<file path="config.mk">
export PLATFORM = sky130hd
export DESIGN_NAME = dds_sine_gen
export DESIGN_NICKNAME = d
export VERILOG_FILES = /design/src/rtl/dds_pkg.sv /design/src/rtl/dds_rate_gen.sv /design/src/rtl/dds_phase_acc.sv /design/src/rtl/dds_sine_rom.sv /design/src/rtl/dds_sine_gen.sv
export SDC_FILE = /design/constraint.sdc
export NUM_CORES = 1
export LEC_CHECK = 0
export ABC_CLOCK_PERIOD_IN_PS = 5500
export BUFFER_PORTS_ARGS = -buffer_cell sky130_fd_sc_hd__clkbuf_2
export CORE_ASPECT_RATIO = 0.8
export CORE_UTILIZATION = 40
export CTS_CLUSTER_SIZE = 28
export DETAILED_ROUTE_END_ITERATION = 6
export SYNTH_ARGS = -nofsm -noshare
export SYNTH_HDL_FRONTEND = slang
export SYNTH_SLANG_ARGS = --single-unit
export TNS_END_PERCENT = 50
</file>
<file path="constraint.sdc">
create_clock -name clk -period 5.5 [get_ports clk]
set_clock_uncertainty 0.1 [all_clocks]
set_input_delay 1.1 -clock clk [delete_from_list [all_inputs] [get_ports clk]]
set_output_delay 1.1 -clock clk [all_outputs]
set_load 0.03 [all_outputs]
</file>
<file path="src/rtl/dds_pkg.sv">
package dds_pkg;
  localparam int FWORD_W  = 16;
  localparam int PHASE_W  = 21;
  localparam int ADDR_W   = 8;
  localparam int SAMPLE_W = 8;
  localparam int GAIN_W   = 2;
  localparam int RATE_DIV = 2;
  localparam int MID_CODE = 1 << (SAMPLE_W - 1);
  localparam int EXT_W    = SAMPLE_W + 3;

  // Table entry for index idx of a 2^aw point cycle, centred on mid-scale.
  function automatic logic [SAMPLE_W-1:0] sine_code(input int idx, input int aw);
    real ang;
    real amp;
    ang = 2.0 * 3.14159265358979 * real'(idx) / real'(1 << aw);
    amp = real'(MID_CODE - 1);
    return SAMPLE_W'($rtoi(real'(MID_CODE) + amp * $sin(ang) + 0.5));
  endfunction

  // Scale the signed deviation from mid-scale by (g+1)/4, floor, re-centre.
  function automatic logic [SAMPLE_W-1:0] scale_code(input logic [SAMPLE_W-1:0] s,
                                                     input logic [GAIN_W-1:0] g);
    logic signed [EXT_W-1:0] dev;
    logic signed [EXT_W-1:0] prod;
    logic signed [EXT_W-1:0] res;
    logic [GAIN_W:0]         mult;
    mult = {1'b0, g} + 1'b1;
    dev  = $signed({3'b000, s}) - $signed(EXT_W'(MID_CODE));
    prod = dev * $signed({{(EXT_W-GAIN_W-1){1'b0}}, mult});
    res  = (prod >>> GAIN_W) + $signed(EXT_W'(MID_CODE));
    return res[SAMPLE_W-1:0];
  endfunction
endpackage

</file>
<file path="src/rtl/dds_rate_gen.sv">
module dds_rate_gen #(
  parameter int DIV = dds_pkg::RATE_DIV
) (
  input  logic clk,
  input  logic rst,
  output logic tick_o
);
  localparam int CW = (DIV > 1) ? $clog2(DIV) : 1;
  localparam logic [CW-1:0] LAST = CW'(DIV - 1);

  logic [CW-1:0] cnt_q;

  always_ff @(posedge clk) begin
    if (rst)               cnt_q <= '0;
    else if (cnt_q == LAST) cnt_q <= '0;
    else                   cnt_q <= cnt_q + 1'b1;
  end

  assign tick_o = (cnt_q == LAST);
endmodule

</file>
<file path="src/rtl/dds_phase_acc.sv">
module dds_phase_acc #(
  parameter int FW = dds_pkg::FWORD_W,
  parameter int PW = dds_pkg::PHASE_W
) (
  input  logic          clk,
  input  logic          rst,
  input  logic          tick_i,
  input  logic          ld_i,
  input  logic [FW-1:0] word_i,
  output logic [PW-1:0] phase_o,
  output logic [FW-1:0] word_o
);
  localparam int PAD = PW - FW;

  logic [FW-1:0] word_q;
  logic [PW-1:0] phase_q;

  always_ff @(posedge clk) begin
    if (rst)       word_q <= '0;
    else if (ld_i) word_q <= word_i;
  end

  always_ff @(posedge clk) begin
    if (rst)         phase_q <= '0;
    else if (tick_i) phase_q <= phase_q + {{PAD{1'b0}}, word_q};
  end

  assign phase_o = phase_q;
  assign word_o  = word_q;
endmodule

</file>
<file path="src/rtl/dds_sine_rom.sv">
module dds_sine_rom #(
  parameter int AW = dds_pkg::ADDR_W,
  parameter int SW = dds_pkg::SAMPLE_W
) (
  input  logic [AW-1:0] addr_i,
  output logic [SW-1:0] code_o
);
  localparam int DEPTH = 1 << AW;

  logic [SW-1:0] tbl [DEPTH];

  for (genvar i = 0; i < DEPTH; i++) begin : g_ent
    localparam logic [SW-1:0] VAL = dds_pkg::sine_code(i, AW);
    assign tbl[i] = VAL;
  end

  assign code_o = tbl[addr_i];
endmodule

</file>
<file path="src/rtl/dds_sine_gen.sv">
module dds_sine_gen #(
  parameter int FW  = dds_pkg::FWORD_W,
  parameter int PW  = dds_pkg::PHASE_W,
  parameter int AW  = dds_pkg::ADDR_W,
  parameter int SW  = dds_pkg::SAMPLE_W,
  parameter int GW  = dds_pkg::GAIN_W,
  parameter int DIV = dds_pkg::RATE_DIV
) (
  input  logic          clk,
  input  logic          rst,
  input  logic          ld_en,
  input  logic [FW-1:0] ld_word,
  input  logic [GW-1:0] gain_sel,
  output logic [SW-1:0] smp_out,
  output logic          smp_vld
);
  localparam logic [SW-1:0] MID = SW'(dds_pkg::MID_CODE);

  // Internal events brought out as named wires
  logic          upd_tick;
  logic [PW-1:0] phase_w;
  logic [FW-1:0] word_w;
  logic [SW-1:0] raw_code;
  logic [SW-1:0] scaled_code;
  logic [SW-1:0] smp_q;
  logic          vld_q;

  dds_rate_gen #(.DIV(DIV)) u_rate (
    .clk    (clk),
    .rst    (rst),
    .tick_o (upd_tick)
  );

  dds_phase_acc #(.FW(FW), .PW(PW)) u_acc (
    .clk     (clk),
    .rst     (rst),
    .tick_i  (upd_tick),
    .ld_i    (ld_en),
    .word_i  (ld_word),
    .phase_o (phase_w),
    .word_o  (word_w)
  );

  dds_sine_rom #(.AW(AW), .SW(SW)) u_rom (
    .addr_i (phase_w[PW-1 -: AW]),
    .code_o (raw_code)
  );

  assign scaled_code = dds_pkg::scale_code(raw_code, gain_sel);

  always_ff @(posedge clk) begin
    if (rst) begin
      smp_q <= MID;
      vld_q <= 1'b0;
    end else begin
      vld_q <= upd_tick;
      if (upd_tick) smp_q <= scaled_code;
    end
  end

  assign smp_out = smp_q;
  assign smp_vld = vld_q;
endmodule

</file>
== After elaboration in Yosys (flattened, before gate mapping) ==
Memory sizes are Yosys's and may differ from the RTL's.
Cells that the tools add are included.
Cells by class
  add/subtract/negate cells: 5
  $mul: 1
  $lt $le $gt $ge: 1
  multiplexer cells: 2
  bitwise gates (word level): 1
  reductions and logical operators: 1
Operator list (number)
  $add 21x16->21: 1
  $mux 8: 2
  $mul 9x4->10: 1
  $ge 9x9->1 const B: 1
  $not 8->9: 1
  $sub 8x8->9 const B: 1
  $add 8x8->8 const B: 1
  $add 2x1->3 const B: 1
  $reduce_or 2->1: 1
  $add 1x1->1 const B: 1
Storage, ports and cells
  register bits: 47
  ROM bits: 2048
  input bits: 21
  output and inout bits: 9
  word-level logic and storage cells: 17
  memories: 1
Memories
  (name not given): depth 256, width 8, rd ports 1, clocked after Yosys merged registers in 0, write ports 0, RTL line dds_sine_rom.sv:17  | assign code_o = tbl[addr_i];

== Logic depth before layout (Yosys ltp) ==
Gate-level depths: netlist (run 1).
  depth after elaboration: 7
  gate-level depth with buffers: 22
  gate-level depth less buffers: 19

== By module ==
From an unflattened synthesis (run 1), not the netlist that was laid out.
Second synthesis, totals
  cells, all modules: 694
  area total of the unflattened synthesis: 5477.8 µm²
Modules (own cells, without submodules)
  dds_phase_acc: instances 1, cells each 253, area an instance 2257.2 µm², sequential area each 740.7 µm²
  dds_sine_rom: instances 1, cells each 318, area an instance 2143.3 µm², sequential area each 0.0 µm²
  dds_sine_gen: instances 1, cells each 121, area an instance 1053.5 µm², sequential area each 180.2 µm²
  dds_rate_gen: instances 1, cells each 2, area an instance 23.8 µm², sequential area each 20.0 µm²

== Least setup slack after synthesis (run 1) ==
Ideal clock, no wire load.
  path kind: register to register
  from: reg u_acc.phase_q[14] (netlist: u_acc.phase_o[14])
  to: reg smp_q[6] (netlist: smp_out[6])
  library setup time: 117 ps
  arrival time: 4915 ps
  required time: 5283 ps
  slack: 367 ps
  stages on the path, launching flop included: 20
  path buffers: 1
  clock period less this slack: 5133 ps
  path through: dfxtp_1 -> clkbuf_1 -> inv_1 -> ha_1 -> inv_1 -> mux4_2 -> a221o_1 -> a21oi_1 -> o221ai_1 -> nor3b_1 -> ha_1 -> fa_1 -> inv_1 -> fa_1 -> nor2b_1 -> o21ai_0 -> a21boi_0 -> o21a_1 -> o21ai_0 -> a32o_1
Between the ends
  cells in the longest elaborated chain, start to end: 7
Ends and longest elaborated chain
  from (decl): RTL line dds_phase_acc.sv:16  | logic [PW-1:0] phase_q;
  from (signal assigned): RTL line dds_phase_acc.sv:25  | else if (tick_i) phase_q <= phase_q + {{PAD{1'b0}}, word_q};
  $not 8->9 (implied by the code): RTL line dds_sine_rom.sv:17
  $mem_v2 256x8
  $mux 8 (implied by the code) (2 in a row): RTL line dds_sine_rom.sv:17
  $sub 8x8->9: RTL line dds_pkg.sv:28  | dev = $signed({3'b000, s}) - $signed(EXT_W'(MID_CODE));
  $mul 9x4->10: RTL line dds_pkg.sv:29  | prod = dev * $signed({{(EXT_W-GAIN_W-1){1'b0}}, mult});
  $add 8x8->8: RTL line dds_pkg.sv:30  | res = (prod >>> GAIN_W) + $signed(EXT_W'(MID_CODE));
  to (signal assigned): RTL line dds_sine_gen.sv:57  | if (upd_tick) smp_q <= scaled_code;
  to (decl): RTL line dds_sine_gen.sv:25  | logic [SW-1:0] smp_q;
Every way passes these cells. The select of a mux whose other input is x is not followed.
A chain may end at the register's enable or synchronous reset.

== Final worst setup path (run 1) ==
Ends and elaborated chain as after synthesis.

==> flow_summary.toml, run 1 <==
[grt]
antenna_found_initial = 0
grt_max_degree = 73
grt_pass1_wl_um = 25000
grt_util_all_layers = 0.232
grt_pass1_vias = 4739
gr-total-overflow = 0

[pwr]
leakagePower_nw = 2.26
p_per_area_mw_per_mm2 = 182
vdd_drop_max_v = 0.000128

[clocking]
htree_levels = 2
cts_tree = "built"
clk_latency_ps = 290
cts_setup_buffers = 0
clkSinkCount = 47
path_clk_slew_ps = 70
cts_buffers = 5
clockRootBuffer = "clkbuf_16"
clockBufferDepth = 2

[worst_setup_path]
slowest_delay_ps = 570
cp.depth = 19
path_common_cell = "o21ai_0"
worstPathCellList = "buf_4, ha_1, buf_4, mux2i_1, o22a_1, a221oi_1, a21oi_1, o21ai_0, nor3b_1, ha_1, fa_1, inv_1, fa_1, nor2b_1, o21ai_0, a21boi_0, o21a_1, o21ai_0, a32o_1"
worst-r2r-setup-slack_ps = 400
cp.arrival_ps = 5180
cp_slowest_cell = "fa_1"
crit_path_start_kind = "flop"
worstPathMaxFanout = 12
path_buf_inv = 3
cp-end-kind = "flop"
crit_type = "reg -> reg"
r2r.worst_path.cells = 19
worst_ep_required_time_ps = 5590
cp-startpoint = "u_acc.phase_o[14]"
r2r-end = "smp_out[6]"
crit_family = "compound AO/OA/AOI/OAI gates"
r2r-start = "u_acc.phase_o[14]"
crit_end = "smp_out[6]"

[sta]
final-hold-violation-count = 0
rsz0062_at_grt = "false"
slew_viol_final = 0
setup_viol = 0
maxSlewHeadroom = 0.355
fin_tns_setup_ps = 0
fin_crit_sh = 0.926
worst_pin_slew_ps = 966
setup_slack_ps = 405
period_minus_slack_ps = 5100
clock.fmax_mhz = 196
hold_ws_ps = 361

[place]
placed_cell_area_mm2 = 0.00550
preCtsSetupSlack_ps = 406
dp_hpwl_um = 11400
routabilityCongestion = 0.911
portBuffers = 29

[logic_synthesis]
synth_nets = 770
synth-seq-cells = 47
synthTopCellsByArea = "dfxtp_1 18%, ha_1 10%, mux2i_1 5.6%"
synth_top_area_cell = "dfxtp_1"
yosysTopAreaCellShare = 0.181
async_reset_ff_frac = 0
ys_seq_area_frac = 0.181
syn-cell-area_mm2 = 0.00521
yosysUniqueCellTypes = 65
avgSynthCellArea_um2 = 7.46
synth_edf_count = 0
synth_flop_cell = "dfxtp_1"
syn_inst = 698
ys.warnings.count = 0

[status]
outcome = "complete, no violations"

[floorplanning]
die_w_um = 130
start_util = 0.419
dieArea_mm2 = 0.0135
core_mm2 = 0.0124
rows = 36
io_pins = 30
die_h_um = 104

[layout]
syn_to_final_growth_pct = 8.36
final_core_utilization = 0.454
final_nets = 771
antenna_cells = 0
drive_gt1_frac = 0.100
post-route-cell-area_mm2 = 0.00565

[drt]
drc = 0
drtPass1Iterations = 5
detail-route-antenna-nets = 0
drt_iter0_drc = 677
vias = 5312
via_per_inst = 6.10
post_drt_wl_per_cell_um = 17.9
routed_wl_um = 15600

[flow_run]
cap_violations = 0

[hold_path]
worstHoldPathType = "reg -> reg"
holdPathStages = 2
where the power goes:
| group | switching (mW) | internal (mW) | leakage, nW |
|---|---|---|---|
| Sequential | 0.0199 | 0.359 | 0.385 |
| Combinational | 0.205 | 0.138 | 1.80 |
| Clock | 0.136 | 0.170 | 0.0675 |
| Total | 0.361 | 0.667 | 2.26 |
registers in the layout (all words and copies together) (netlist names):
register	count
smp_out	8
u_rate.tick_o	1
smp_vld	1
u_acc.word_o	16
u_acc.phase_o	21
final cells by class:
type / count / area (µm²)
multi-input combinational: 560 / 3890
clock inverter: 2 / 16.3
timing repair buffer: 48 / 313
sequential: 47 / 943
clock buffer: 6 / 129
tap: 171 / 214
inverter: 37 / 139
fill: 1277 / 6790
timing repair:
item | CTS | global route
hold buffers | 0 | 0
resized for setup | 0 | 2
setup endpoints to repair | 0 | 2
worst register-to-register path: stages, from the launching register on:
cell      delay [ps]
dfxtp_1          360
buf_4            200
ha_1             390
buf_4            250
mux2i_1           90
o22a_1           200
a221oi_1         360
a21oi_1          120
o21ai_0          430
nor3b_1          120
ha_1             330
fa_1             570
inv_1             60
fa_1             430
nor2b_1          150
o21ai_0          110
a21boi_0         250
o21a_1           150
o21ai_0           80
a32o_1           260
Yosys cell counts (all sizes together), types with 7 or more instances:
master,number
a21oi,53
o21ai,44
o31ai,7
and2,11
nand3,16
nor2b,18
buf,27
a211oi,17
nand2b,23
nor3b,8
nor3,20
fa,8
inv,37
ha,43
xnor2,14
dfxtp,47
o211ai,15
mux2i,29
nand2,51
a21o,8
clkbuf,27
nor2,66
layout by cell type (no fill, tap or decap), drive strengths merged, types with 6 or more instances in the layout:
| cell | Yosys | routed |
|---|---|---|
| a211oi | 17 | 17 |
| a21o | 8 | 8 |
| a21oi | 53 | 53 |
| a31oi | 6 | 6 |
| and2 | 11 | 11 |
| buf | 27 | 19 |
| clkbuf | 27 | 35 |
| dfxtp | 47 | 47 |
| fa | 8 | 8 |
| ha | 43 | 43 |
| inv | 37 | 38 |
| mux2i | 29 | 29 |
| nand2 | 51 | 51 |
| nand2b | 23 | 23 |
| nand3 | 16 | 16 |
| nand3b | 6 | 6 |
| nor2 | 66 | 66 |
| nor2b | 18 | 18 |
| nor3 | 20 | 20 |
| nor3b | 8 | 8 |
| nor4 | 6 | 6 |
| o211ai | 15 | 15 |
| o21a | 6 | 6 |
| o21ai | 44 | 44 |
| o31ai | 7 | 7 |
| xnor2 | 14 | 14 |
logic make-up after synthesis:
family | count (synthesis) | synth area share
AOI/OAI and AO/OA | 219 | 0.283
xor gates and xnor gates | 17 | 0.0286
adders and majority gates | 51 | 0.134
buffers and inverters | 91 | 0.0735
DFF | 47 | 0.181
muxes | 34 | 0.0730
and+or+nand+nor | 239 | 0.227
layer usage:
layer | share of wire | global-route usage
met1 | 0.49 | 0.362
met4 | 0.0099 | 0.0365
met3 | 0.088 | 0.0442
met5 | 0 | 0
met2 | 0.42 | 0.328
stage by stage:
stage,power [mW],cells
after floorplan,0.631,698
after detailed placement,0.721,863
final,1.03,871
after global routing,1.09,871
after global placement,0.720,863
after CTS,1.03,871
worst min-delay path by stage:
stage                                    to  slack, ps         startpoint
after floorplan           u_acc.phase_o[11]        330  u_acc.phase_o[11]
after global placement    u_acc.phase_o[11]        350  u_acc.phase_o[11]
after detailed placement  u_acc.phase_o[12]        350  u_acc.phase_o[12]
after CTS                 u_acc.phase_o[12]        360  u_acc.phase_o[12]
after global routing      u_acc.phase_o[12]        400  u_acc.phase_o[12]
final                     u_acc.phase_o[12]        360  u_acc.phase_o[12]
(Power assumes the default switching activity.)
==> run 2: changes to the inputs <==
--- a/config.mk
+++ b/config.mk
@@ -8,6 +8,7 @@
 export ABC_CLOCK_PERIOD_IN_PS = 5500
 export BUFFER_PORTS_ARGS = -buffer_cell sky130_fd_sc_hd__clkbuf_2
 export CORE_ASPECT_RATIO = 0.8
+export CORE_MARGIN = 2
 export CORE_UTILIZATION = 40
 export CTS_CLUSTER_SIZE = 28
 export DETAILED_ROUTE_END_ITERATION = 6
==> flow_summary.toml, run 2 (synthesized netlist as in run 1, its figures left out) <==
[drt]
drt_iter0_drc = 728
wl_met1_um = 7410
via_per_inst = 6.02
post_drt_wl_per_cell_um = 17.4
routed_wl_um = 15200
highest_layer = "met4"
drtPass1Iterations = 5
drc = 0
wl_met2_um = 6280
detail-route-antenna-nets = 0
vias = 5271
dr_wl_met3_um = 1400

[sta]
hold_ws_ps = 370
period_minus_slack_ps = 5120
fin_crit_sh = 0.931
setup_slack_ps = 379
maxSlewHeadroom = 0.350
fin_tns_setup_ps = 0
slew_viol_final = 0
worst_pin_slew_ps = 974
rsz0062_at_grt = "false"
final-hold-violation-count = 0
clock.fmax_mhz = 195
setup_viol = 0

[clocking]
clkSinkCount = 47
cts_setup_buffers = 0
htree_levels = 2
cts_buffers = 5
clockRootBuffer = "clkbuf_16"
clk_latency_ps = 290
cts_resized = 0
cts_tree = "built"
clockBufferDepth = 2
cts_hold_buf = 0
path_clk_slew_ps = 70

[pwr]
p_int_mw = 0.667
leakagePower_nw = 2.26
p_seq_frac = 0.365
vdd_drop_max_v = 0.000134
swShare = 0.354
switchingPower_mw = 0.365
power.total_mw = 1.03
combPwrFrac = 0.327
p_per_area_mw_per_mm2 = 183
pwr-share-clk = 0.307

[place]
dp_cells = 868
placed_cell_area_mm2 = 0.00550
routabilityCongestion = 1.02
preCtsSetupSlack_ps = 468
portBuffers = 29
dp_hpwl_um = 11100

[grt]
grt_util_all_layers = 0.217
grt_max_degree = 73
antenna_found_initial = 0
gr-total-overflow = 0
grt_pass1_vias = 4855
grt_pass1_wl_um = 25100

[layout]
final_nets = 772
drive_gt1_frac = 0.0999
fill_cells = 1327
antenna_cells = 0
regArea_um2 = 943
instances_no_fill = 876
multiInputGateArea_mm2 = 0.00389
layout_commonest_cell = "nor2_1"
post-route-cell-area_mm2 = 0.00565
largest_reg_flops = 21
syn_to_final_growth_pct = 8.41
layout_common_cells = "66 x nor2_1, 53 x a21oi_1, 51 x nand2_1"
final_core_utilization = 0.442

[worst_setup_path]
worstPathMaxFanout = 22
r2r-start = "u_acc.phase_o[14]"
cp.arrival_ps = 5210
worst-r2r-setup-slack_ps = 380
cp-end-kind = "flop"
crit_type = "reg -> reg"
r2r.worst_path.cells = 18
r2r-end = "smp_out[6]"
crit_path_start_kind = "flop"
worst_ep_required_time_ps = 5590

[status]
outcome = "complete, no violations"

[flow_run]
cap_violations = 0

[floorplanning]
die_w_um = 132
start_util = 0.408
die_h_um = 106
dieArea_mm2 = 0.0140
rows = 37
core_mm2 = 0.0128
io_pins = 30

[hold_path]
holdPathEnd = "u_acc.phase_o[11]"
worstHoldPathType = "reg -> reg"
holdPathStages = 2
worstHoldStart = "u_acc.phase_o[11]"
run 2: changes by cell type in the layout (fill, tap and decap cells not counted):
cell,delta
ha_2,-2
buf_4,+2
inv_8,+1
clkbuf_1,-1
ha_1,+2
buf_12,-1
run 2: layout make-up:
cell class,instances,area share
Multi-Input combinational cell,560,0.688
Timing Repair Buffer,49,0.0545
Clock inverter,3,0.00487
Clock buffer,5,0.0222
Sequential cell,47,0.167
Inverter,37,0.0246
Tap cell,175,0.0388
run 2: worst max-delay path, stage by stage (launching register included):
cell and delay (ps):
dfxtp_1 330, buf_4 280, ha_1 340, buf_4 240
nand2b_1 200, nand2_1 70, mux4_2 480, o32ai_1 310
or4_1 240, and2_1 150, ha_1 250, fa_1 490
ha_1 330, nor2b_1 150, o21ai_0 180, a21boi_0 150
o21a_1 190, or3_1 300, a32o_1 250
run 2: worst max path at each step:
stage	from	end	cells past startpoint	slack (ps)
2_1_floorplan	u_acc.phase_o[14]	smp_out[6]	19	370
5_1_grt	u_acc.phase_o[14]	smp_out[6]	18	70
6_report	u_acc.phase_o[14]	smp_out[6]	18	380
3_5_place_dp	u_acc.phase_o[14]	smp_out[6]	18	470
3_3_place_gp	u_acc.phase_o[16]	smp_out[6]	16	530
4_1_cts	u_acc.phase_o[14]	smp_out[6]	18	450
run 2: power groups by stage:
stage                     clock [mW]  combinational, mW  sequential [mW]
final                          0.317              0.338            0.377
after CTS                      0.324              0.332            0.377
after detailed placement           0              0.331            0.385
after floorplan                    0              0.248            0.383
after global routing           0.338              0.373            0.380
after global placement             0              0.330            0.384
run 2: metal layers:
layer  GRT usage  vias to the layer above
met4      0.0443                        0
met3      0.0505                       20
li1            -                     2547
met1       0.326                     2470
met5           0                        -
met2       0.313                      234
